`src/rtl/rxf_pkg.sv`:
```
package rxf_pkg;

  localparam int CH_W        = 3;
  localparam int IDX_W       = 4;
  localparam int LO_BASE     = 8;
  localparam int MAX_CH      = 8;

  localparam logic [IDX_W-1:0] REG_POLICY  = 4'd0;
  localparam logic [IDX_W-1:0] REG_UC_SET  = 4'd1;
  localparam logic [IDX_W-1:0] REG_UC_CLR  = 4'd2;
  localparam logic [IDX_W-1:0] REG_STA_HI  = 4'd3;
  localparam logic [IDX_W-1:0] REG_STA_MID = 4'd4;
  localparam logic [IDX_W-1:0] REG_HASH_LO = 4'd5;
  localparam logic [IDX_W-1:0] REG_HASH_HI = 4'd6;

  localparam int POL_PROM_EN = 21;
  localparam int POL_PROM_CH = 16;
  localparam int POL_BC_EN   = 13;
  localparam int POL_BC_CH   = 8;
  localparam int POL_MC_EN   = 5;
  localparam int POL_MC_CH   = 0;

  typedef enum logic [1:0] {
    CLS_UCAST   = 2'd0,
    CLS_BCAST   = 2'd1,
    CLS_MCAST   = 2'd2,
    CLS_PROMISC = 2'd3
  } frame_class_e;

  typedef struct packed {
    logic            promEn;
    logic [CH_W-1:0] promCh;
    logic            bcEn;
    logic [CH_W-1:0] bcCh;
    logic            mcEn;
    logic [CH_W-1:0] mcCh;
    logic [63:0]     hashTbl;
    logic [39:0]     staHigh;
  } filt_cfg_t;

  typedef struct packed {
    logic eval;
    logic cfgBusy;
  } filt_stb_t;

endpackage

```
`src/rtl/rxf_hash.sv`:
```
module rxf_hash (
  input  logic [47:0] addr,
  output logic [5:0]  idx
);
  logic [5:0][7:0] term;

  for (genvar i = 0; i < 6; i++) begin : g_term
    logic [7:0] b;
    assign b = addr[47-8*i -: 8];
    if (i % 3 == 0) begin : g_sh24
      assign term[i] = (b >> 2) ^ (b << 4);
    end else if (i % 3 == 1) begin : g_sh42
      assign term[i] = (b >> 4) ^ (b << 2);
    end else begin : g_sh60
      assign term[i] = (b >> 6) ^ b;
    end
  end

  logic [7:0] folded;
  always_comb begin
    folded = '0;
    for (int i = 0; i < 6; i++) folded = folded ^ term[i];
  end

  assign idx = folded[5:0];
endmodule

```
`src/rtl/rxf_ctrl.sv`:
```
module rxf_ctrl
  import rxf_pkg::*;
#(
  parameter int NUM_CH = 8
) (
  input  logic                   clk,
  input  logic                   rstN,
  input  logic                   wrEn,
  input  logic [IDX_W-1:0]       wrIdx,
  input  logic [31:0]            wrData,
  input  logic                   dstValid,
  output filt_stb_t              stb,
  output filt_cfg_t              cfg,
  output logic [NUM_CH-1:0]      ucastMask,
  output logic [NUM_CH-1:0][7:0] staLow
);
  logic            promEnQ, bcEnQ, mcEnQ;
  logic [CH_W-1:0] promChQ, bcChQ, mcChQ;
  logic [31:0]     staHiQ, hashLoQ, hashHiQ;
  logic [7:0]      staMidQ;

  always_ff @(posedge clk or negedge rstN) begin
    if (!rstN) begin
      promEnQ   <= 1'b0;
      bcEnQ     <= 1'b0;
      mcEnQ     <= 1'b0;
      promChQ   <= '0;
      bcChQ     <= '0;
      mcChQ     <= '0;
      staHiQ    <= '0;
      staMidQ   <= '0;
      hashLoQ   <= '0;
      hashHiQ   <= '0;
      ucastMask <= '0;
    end else if (wrEn) begin
      unique case (wrIdx)
        REG_POLICY: begin
          promEnQ <= wrData[POL_PROM_EN];
          promChQ <= wrData[POL_PROM_CH +: CH_W];
          bcEnQ   <= wrData[POL_BC_EN];
          bcChQ   <= wrData[POL_BC_CH +: CH_W];
          mcEnQ   <= wrData[POL_MC_EN];
          mcChQ   <= wrData[POL_MC_CH +: CH_W];
        end
        REG_UC_SET:  ucastMask <= ucastMask | wrData[NUM_CH-1:0];
        REG_UC_CLR:  ucastMask <= ucastMask & ~wrData[NUM_CH-1:0];
        REG_STA_HI:  staHiQ  <= wrData;
        REG_STA_MID: staMidQ <= wrData[7:0];
        REG_HASH_LO: hashLoQ <= wrData;
        REG_HASH_HI: hashHiQ <= wrData;
        default: ;
      endcase
    end
  end

  for (genvar c = 0; c < NUM_CH; c++) begin : g_low
    localparam logic [IDX_W-1:0] MY_IDX = IDX_W'(LO_BASE + c);
    always_ff @(posedge clk or negedge rstN) begin
      if (!rstN)                        staLow[c] <= '0;
      else if (wrEn && wrIdx == MY_IDX) staLow[c] <= wrData[7:0];
    end
  end

  always_comb begin
    cfg.promEn  = promEnQ;
    cfg.promCh  = promChQ;
    cfg.bcEn    = bcEnQ;
    cfg.bcCh    = bcChQ;
    cfg.mcEn    = mcEnQ;
    cfg.mcCh    = mcChQ;
    cfg.hashTbl = {hashHiQ, hashLoQ};
    cfg.staHigh = {staHiQ[7:0], staHiQ[15:8], staHiQ[23:16], staHiQ[31:24], staMidQ};
    stb.eval    = dstValid;
    stb.cfgBusy = wrEn;
  end
endmodule

```
`src/rtl/rxf_datapath.sv`:
```
module rxf_datapath
  import rxf_pkg::*;
#(
  parameter int NUM_CH = 8
) (
  input  logic                   clk,
  input  logic                   rstN,
  input  filt_stb_t              stb,
  input  filt_cfg_t              cfg,
  input  logic [NUM_CH-1:0]      ucastMask,
  input  logic [NUM_CH-1:0][7:0] staLow,
  input  logic [47:0]            dstAddr,
  output logic                   outValid,
  output logic                   accept,
  output logic [CH_W-1:0]        chan,
  output frame_class_e           frameClass
);
  logic       isBcast, isMcast, hashHit, highHit;
  logic [5:0] hashIdx;

  assign isBcast = &dstAddr;
  assign isMcast = dstAddr[40] && !isBcast;
  assign highHit = (dstAddr[47:8] == cfg.staHigh);

  rxf_hash uHash (
    .addr(dstAddr),
    .idx (hashIdx)
  );
  assign hashHit = cfg.hashTbl[hashIdx];

  logic [NUM_CH-1:0] chMatch;
  for (genvar c = 0; c < NUM_CH; c++) begin : g_cmp
    assign chMatch[c] = ucastMask[c] && highHit && (dstAddr[7:0] == staLow[c]);
  end

  logic            ucHit;
  logic [CH_W-1:0] ucCh;
  always_comb begin
    ucHit = 1'b0;
    ucCh  = '0;
    for (int c = NUM_CH - 1; c >= 0; c--) begin
      if (chMatch[c]) begin
        ucHit = 1'b1;
        ucCh  = CH_W'(c);
      end
    end
  end

  logic            nAcc;
  logic [CH_W-1:0] nCh;
  frame_class_e    nCls;
  always_comb begin
    nAcc = 1'b0;
    nCh  = '0;
    nCls = isBcast ? CLS_BCAST : (isMcast ? CLS_MCAST : CLS_UCAST);
    if (cfg.promEn) begin
      nAcc = 1'b1;
      nCh  = cfg.promCh;
      nCls = CLS_PROMISC;
    end else if (ucHit) begin
      nAcc = 1'b1;
      nCh  = ucCh;
      nCls = CLS_UCAST;
    end else if (isBcast && cfg.bcEn) begin
      nAcc = 1'b1;
      nCh  = cfg.bcCh;
    end else if (isMcast && cfg.mcEn && hashHit) begin
      nAcc = 1'b1;
      nCh  = cfg.mcCh;
    end
  end

  always_ff @(posedge clk or negedge rstN) begin
    if (!rstN) begin
      outValid   <= 1'b0;
      accept     <= 1'b0;
      chan       <= '0;
      frameClass <= CLS_UCAST;
    end else if (stb.eval) begin
      outValid   <= 1'b1;
      accept     <= nAcc;
      chan       <= nCh;
      frameClass <= nCls;
    end else begin
      outValid   <= 1'b0;
      accept     <= 1'b0;
      chan       <= '0;
      frameClass <= CLS_UCAST;
    end
  end
endmodule

```
`src/rtl/rx_addr_filter.sv`:
```
module rx_addr_filter
  import rxf_pkg::*;
#(
  parameter int NUM_CH = 8
) (
  input  logic        clk,
  input  logic        rstN,
  input  logic        wrEn,
  input  logic [3:0]  wrIdx,
  input  logic [31:0] wrData,
  input  logic        dstValid,
  input  logic [47:0] dstAddr,
  output logic        outValid,
  output logic        accept,
  output logic [2:0]  chan,
  output logic [1:0]  frameClass
);
  filt_stb_t              stb;
  filt_cfg_t              cfg;
  logic [NUM_CH-1:0]      ucastMask;
  logic [NUM_CH-1:0][7:0] staLow;
  frame_class_e           clsOut;

  rxf_ctrl #(.NUM_CH(NUM_CH)) uCtrl (
    .clk      (clk),
    .rstN     (rstN),
    .wrEn     (wrEn),
    .wrIdx    (wrIdx),
    .wrData   (wrData),
    .dstValid (dstValid),
    .stb      (stb),
    .cfg      (cfg),
    .ucastMask(ucastMask),
    .staLow   (staLow)
  );

  rxf_datapath #(.NUM_CH(NUM_CH)) uPath (
    .clk       (clk),
    .rstN      (rstN),
    .stb       (stb),
    .cfg       (cfg),
    .ucastMask (ucastMask),
    .staLow    (staLow),
    .dstAddr   (dstAddr),
    .outValid  (outValid),
    .accept    (accept),
    .chan      (chan),
    .frameClass(clsOut)
  );

  assign frameClass = clsOut;
endmodule

```
`config.mk`:
```
export PLATFORM = sky130hd
export DESIGN_NAME = rx_addr_filter
export DESIGN_NICKNAME = d
export VERILOG_FILES = /design/src/rtl/rxf_pkg.sv /design/src/rtl/rxf_hash.sv /design/src/rtl/rxf_ctrl.sv /design/src/rtl/rxf_datapath.sv /design/src/rtl/rx_addr_filter.sv
export SDC_FILE = /design/constraint.sdc
export NUM_CORES = 1
export LEC_CHECK = 0
export BUFFER_PORTS_ARGS = -buffer_cell sky130_fd_sc_hd__buf_2
export CELL_PAD_IN_SITES_DETAIL_PLACEMENT = 0
export CELL_PAD_IN_SITES_GLOBAL_PLACEMENT = 2
export CORE_UTILIZATION = 42
export DETAILED_ROUTE_END_ITERATION = 12
export HOLD_SLACK_MARGIN = 0.08
export PLACE_DENSITY = 0.9
export SYNTH_ARGS = -nofsm -noshare
export SYNTH_HDL_FRONTEND = slang
export SYNTH_HIERARCHICAL = 1
export SYNTH_SLANG_ARGS = --single-unit
```
`constraint.sdc`:
```
create_clock -name clk -period 2.79 [get_ports clk]
set_clock_uncertainty 0.15 [all_clocks]
set_input_delay 0.279 -clock clk [delete_from_list [all_inputs] [get_ports clk]]
set_output_delay 0.279 -clock clk [all_outputs]
set_load 0.05 [all_outputs]
```
==> Word-level counts from Yosys, hierarchy flattened <==
Index checks and enable logic that the tools add are counted.
{ "word_totals": {"regBits": 195, "inputBits": 88, "output_inout_bits": 7} }
{ "classes": {"order_cmp": 1, "eq_ne": 23, "n_mux": 35, "bitwise_logic": 14, "n_reduce_logical": 38} }
{ "ops": {"columns": ["cell", "count"], "rows": [
  ["== test 8 bit", 8],
  ["AND reduction 48 bit", 1],
  ["bitwise XOR 6 bit", 7],
  ["== test 40 bit", 1],
  ["two-way mux 3 bit", 13],
  ["== test 4 bit (second input constant)", 8],
  ["logical AND 1 bit", 28],
  ["one-hot mux 8 bit (2 select lines)", 1],
  ["two-way mux 1 bit", 15],
  ["== test 4 x 3 -> 1 bit (second input constant)", 3],
  ["AND reduction 2 bit", 6],
  ["bitwise XOR 2 x 6 -> 6 bit", 2],
  ["bitwise XOR 4 x 6 -> 6 bit", 2],
  ["two-way mux 2 bit", 5],
  ["AND 8 bit", 1],
  ["== test 4 x 2 -> 1 bit (second input constant)", 2],
  ["inverter 8 bit", 1],
  ["bitwise OR 8 bit", 1],
  ["less-than comparator 6 x 7 -> 1 bit (second input constant)", 1],
  ["binary-select mux 1 bit (select 6 bit)", 1],
  ["== test 4 x 1 -> 1 bit (second input constant)", 1],
  ["zero test 4 bit", 1],
  ["nonzero test 2 bit", 1],
  ["zero test 1 bit", 1]
]} }

==> Logic depth before layout (Yosys ltp) <==
{ "depth": {"depth_word": 14, "mapped_depth": 12, "ltp_nobuf": 10} }

==> Hierarchy <==
Netlist, hierarchy kept.
{ "modules_own_cells": {"columns": ["mod", "n_inst", "cells_per_inst", "area_per_inst_um2"], "rows": [
  ["rxf_ctrl", 1, 437, 7199.4],
  ["rxf_datapath", 1, 264, 2353.5],
  ["rxf_hash", 1, 42, 367.9]
]} }

==> Least setup slack after synthesis <==
Ideal clock, no wire load.
{ "synth_path": {"path_type": "input -> register", "start": "in dstAddr[0]", "end": "reg uPath.chan[2]", "arrival_ps": 2589, "path_slack_ps": -74, "path_stages": 10, "path_buffers": 1, "cell_sequence": "xor2_1 > xnor2_1 > xnor2_1 > clkbuf_8 > mux4_2 > or3b_1 > nand3_1 > a31oi_1 > a221oi_2 > o41ai_2"} }
{ "synth_via": {"word_cells_on_any_way": 47} }
{ "synth_lines": {"columns": ["element", "line", "text"], "rows": [
  ["from (decl)", "rx_addr_filter.sv:12", "input logic [47:0] dstAddr,"],
  ["bitwise XOR 2 x 6 -> 6 bit", "rxf_hash.sv:15", "assign term[i] = (b >> 6) ^ b;"],
  ["bitwise XOR 6 bit", "rxf_hash.sv:22", "for (int i = 0; i < 6; i++) folded = folded ^ term[i];"],
  ["net uPath.hashIdx[0]", "rxf_datapath.sv:19", "logic [5:0] hashIdx;"],
  ["binary-select mux 1 bit (select 6 bit)", "rxf_datapath.sv:29", "assign hashHit = cfg.hashTbl[hashIdx];"],
  ["two-way mux 1 bit (not written as such)", "rxf_datapath.sv:29", null],
  ["logical AND 1 bit", "rxf_datapath.sv:67", "end else if (isMcast && cfg.mcEn && hashHit) begin"],
  ["two-way mux 3 bit", "rxf_datapath.sv:67", null],
  ["two-way mux 3 bit", "rxf_datapath.sv:64", "end else if (isBcast && cfg.bcEn) begin"],
  ["two-way mux 3 bit", "rxf_datapath.sv:60", "end else if (ucHit) begin"],
  ["two-way mux 3 bit", "rxf_datapath.sv:56", "if (cfg.promEn) begin"],
  ["two-way mux 3 bit", "rxf_datapath.sv:79", "end else if (stb.eval) begin"],
  ["to (signal assigned)", "rxf_datapath.sv:82", "chan <= nCh;"],
  ["to (decl)", "rxf_datapath.sv:15", "output logic [CH_W-1:0] chan,"]
]} }
The timed path passes the listed nets, and every way through them passes these cells. The select of a mux whose other input is x is not followed.
A chain may end at the register's enable or synchronous reset.

==> Final worst setup path <==
{ "layout_path": {"start": "in dstAddr[37]", "end": "reg uPath.chan[1]"} }
{ "layout_via": {"elab_chain_cells": 14, "word_cells_on_any_way": 52} }
{ "layout_rtl": {"columns": ["element", "line", "text"], "rows": [
  ["bitwise XOR 4 x 6 -> 6 bit", "rxf_hash.sv:13", "assign term[i] = (b >> 4) ^ (b << 2);"],
  ["bitwise XOR 6 bit (5 in series)", "rxf_hash.sv:22", null],
  ["net uPath.hashIdx[1]", "rxf_datapath.sv:19", null],
  ["binary-select mux 1 bit (select 6 bit)", "rxf_datapath.sv:29", null],
  ["two-way mux 1 bit (not written as such)", "rxf_datapath.sv:29", null],
  ["logical AND 1 bit", "rxf_datapath.sv:67", null],
  ["two-way mux 3 bit", "rxf_datapath.sv:67", null],
  ["two-way mux 3 bit", "rxf_datapath.sv:64", null],
  ["two-way mux 3 bit", "rxf_datapath.sv:60", null],
  ["two-way mux 3 bit", "rxf_datapath.sv:56", null],
  ["two-way mux 3 bit", "rxf_datapath.sv:79", null]
]} }
The timed path passes the listed nets, and every way through them passes these cells. The select of a mux whose other input is x is not followed.

==> flow_metrics.env <==
export IMPL_drive_gt1_share_pct=46.15
export IMPL_cts_tree="built"
export IMPL_drcViolationCount=0
export IMPL_cts_sinks=195
export IMPL_drtIter0Drc=395
export IMPL_place_area_sq_um=11170
export IMPL_fin_crit_ns=2.782
export IMPL_grt_max_degree=66
export IMPL_yosys_warnings=6
export IMPL_maxCapViolations=0
export IMPL_maxSlewViolCount=0
export IMPL_antenna_found_initial=0
export IMPL_ir_drop_mv=0.3517
export IMPL_drtPass1Iterations=4
export IMPL_timing_setup_tns_ns=0
export IMPL_final_period_utilization_pct=99.71
export IMPL_cp_slowest_cell="mux4_2"
export IMPL_cts_htree_levels=4
export IMPL_critPathMostFrequentCell="xnor2_4"
export IMPL_cp_max_fo=5
export IMPL_fin_total_pwr_w=0.009283
export IMPL_wl_microns=27430
export IMPL_hold_path_class="in2reg"
export IMPL_initial_core_util_pct=43.26
export IMPL_numPortBuffers=94
export IMPL_wl_per_cell_microns=21.96
export IMPL_pwr_density_cell_nw_per_um2=747.1
export IMPL_postRouteAntennaNets=0
export IMPL_syn_avg_cell_area_sq_um=13.36
export IMPL_status="finished clean"
export IMPL_diodes=0
export IMPL_relSlewSlack_pct=57.10
export IMPL_critPathTopFamily="compound AO/OA/AOI/OAI gates"
export IMPL_die_w_microns=155.6
export IMPL_viasPerCell=5.460
export IMPL_worstPathCellList="buf_2, xnor2_4, xnor2_4, xnor2_4, buf_12, mux4_2, o2111ai_4, o41ai_4, o311ai_4, a31oi_4, a221oi_2, o41ai_2"
export IMPL_cp_arrival_ns=2.95
export IMPL_track_usage_pct=23.45
export IMPL_max_freq_ghz=0.3595
export IMPL_num_rows=55
export IMPL_die_area_sq_um=24220
export IMPL_nets=1011
export IMPL_setup_viol_count_final=0
export IMPL_grt_pass1_vias=6902
export IMPL_stdcell_area_sq_um=12420
export IMPL_crit_path_start_kind="primary input"
export IMPL_numCtsBuffers=17
export IMPL_critPathCaptureType="flip-flop"
export IMPL_dp_cells=1186
export IMPL_clock_insertion_delay_worst_skew_ns=0.45
export IMPL_hpwl_microns=19070
export IMPL_pin_count=95
export IMPL_syn_area_sq_um=9913
export IMPL_vias=6820
export IMPL_die_y_microns=155.6
export IMPL_cts_root_buf="clkbuf_16"
export IMPL_crit_required_ns=2.96
export IMPL_critPathBufInv=2
export IMPL_clk_pin_slew_worst_paths_ns=0.08
export IMPL_worst_slew_pin_slew_ns=0.6419
export IMPL_crit_type="in2reg"
export IMPL_grt_pass1_wl_microns=41480
export IMPL_area_delta_synth_final_pct=25.33
export IMPL_coreArea_sq_um=22920
export IMPL_place_congestion=0.8561
export IMPL_final_setup_worst_slack_ns=0.008006
export IMPL_syn_nets=830
export IMPL_grt_ovfl_total=0
export IMPL_max_stage_delay_ns=0.55
export IMPL_clock_tree_buffer_depth=2
export IMPL_hold_violations=0
export IMPL_netlist_instances=742
export IMPL_final_cells=1249
export IMPL_dp_slack_ns=-0.7837
export IMPL_p_leak_nw=5.288
## path summary, 6_finish.rpt
kind / depth (start not counted) / slack [ns] / startpoint / to
max: 12 / 0.008 / dstAddr[37] / uPath/chan[1]$_DFF_PN0_
min: 2 / 0.12 / wrData[4] / flip-flop
max reg2reg: 9 / 0.32 / uCtrl/staMidQ[4]$_DFFE_PN0P_ / uPath/chan[1]$_DFF_PN0_
min reg2reg: 1 / 0.35 / uCtrl/hashLoQ[5]$_DFFE_PN0P_ / uCtrl/hashLoQ[5]$_DFFE_PN0P_
max in group asynchronous: 3 / 1.50 / rstN / uCtrl/hashLoQ[20]$_DFFE_PN0P_
min in group asynchronous: 2 / 0.22 / rstN / uCtrl/staLow[23]$_DFFE_PN0P_
## timing repair
item / CTS / global route
setup endpoints to repair: 4 / 4
hold endpoints to repair: 146 / 0
gates resized for setup: 6 / 33
cloned: 0 / 1
hold buffers: 26 / 0
buffers inserted: 4 / 3
pin swaps: 2 / 12
## through the flow
step	util, %	hold slack [ns]
final	54.22	0.1169
after global routing	54.22	0.1151
after CTS	53.11	0.1156
after detailed placement	48.75	0.1719
after global placement	48.75	0.1734
after floorplan	-	-0.1666
## cell type report
| type | instances | area [sq um] |
|---|---|---|
| clock buffers | 17 | 425.4 |
| flip-flops and latches | 195 | 4880 |
| clock inverters | 15 | 219.0 |
| fillers | 1927 | 10490 |
| multi-input cells | 500 | 5041 |
| repair buffers | 203 | 1445 |
| well taps | 313 | 391.6 |
| inverters | 6 | 22.52 |
## where the power goes
part           switching [W]  total, W  internal [W]
sequential          0.000451   0.00393       0.00347
clock                0.00129   0.00262       0.00133
combinational        0.00120   0.00274       0.00154
## layer usage
| metal | up-vias | part of all wire (%) | wire, microns | GRT usage (%) |
|---|---|---|---|---|
| li1 | 3034 | - | - | - |
| met1 | 3549 | 44 | 12180 | 32.65 |
| met2 | 200 | 48 | 13200 | 37.77 |
| met3 | 37 | 5.3 | 1453 | 3.500 |
| met4 | 0 | 2.2 | 593 | 7.283 |
| met5 | - | 0 | 0 | 0 |
## flip-flops by register name, summed over array words and instances (netlist names), named ones only
name	count
uCtrl/bcChQ	3
uCtrl/bcEnQ	1
uCtrl/hashHiQ	32
uCtrl/hashLoQ	32
uCtrl/mcChQ	3
uCtrl/mcEnQ	1
uCtrl/promChQ	3
uCtrl/promEnQ	1
uCtrl/staHiQ	32
uCtrl/staLow	64
uCtrl/staMidQ	8
uPath/accept	1
uPath/chan	3
uPath/frameClass	2
uPath/outValid	1
## layout by cell type, fill, tap and decap left out, drive strengths merged, types with 2 or more instances in the layout
cell type and count:
xnor2 114, or2b 3, nand3 10, mux2i 3, o41ai 3, clkbuf 19
a221oi 3, nor2 16, dfrtp 195, nand2b 4, nand2 13, nand3b 2
mux4 15, or3b 2, buf 175, and2 2, nor4 11, nand4 30
inv 14, a31oi 18, mux2 183, o2111ai 2, a21oi 6, or3 3
clkinv 5, nor3 8, o22ai 3, xor2 33, dlygate4sd3 26
(Power assumes the default switching activity.)
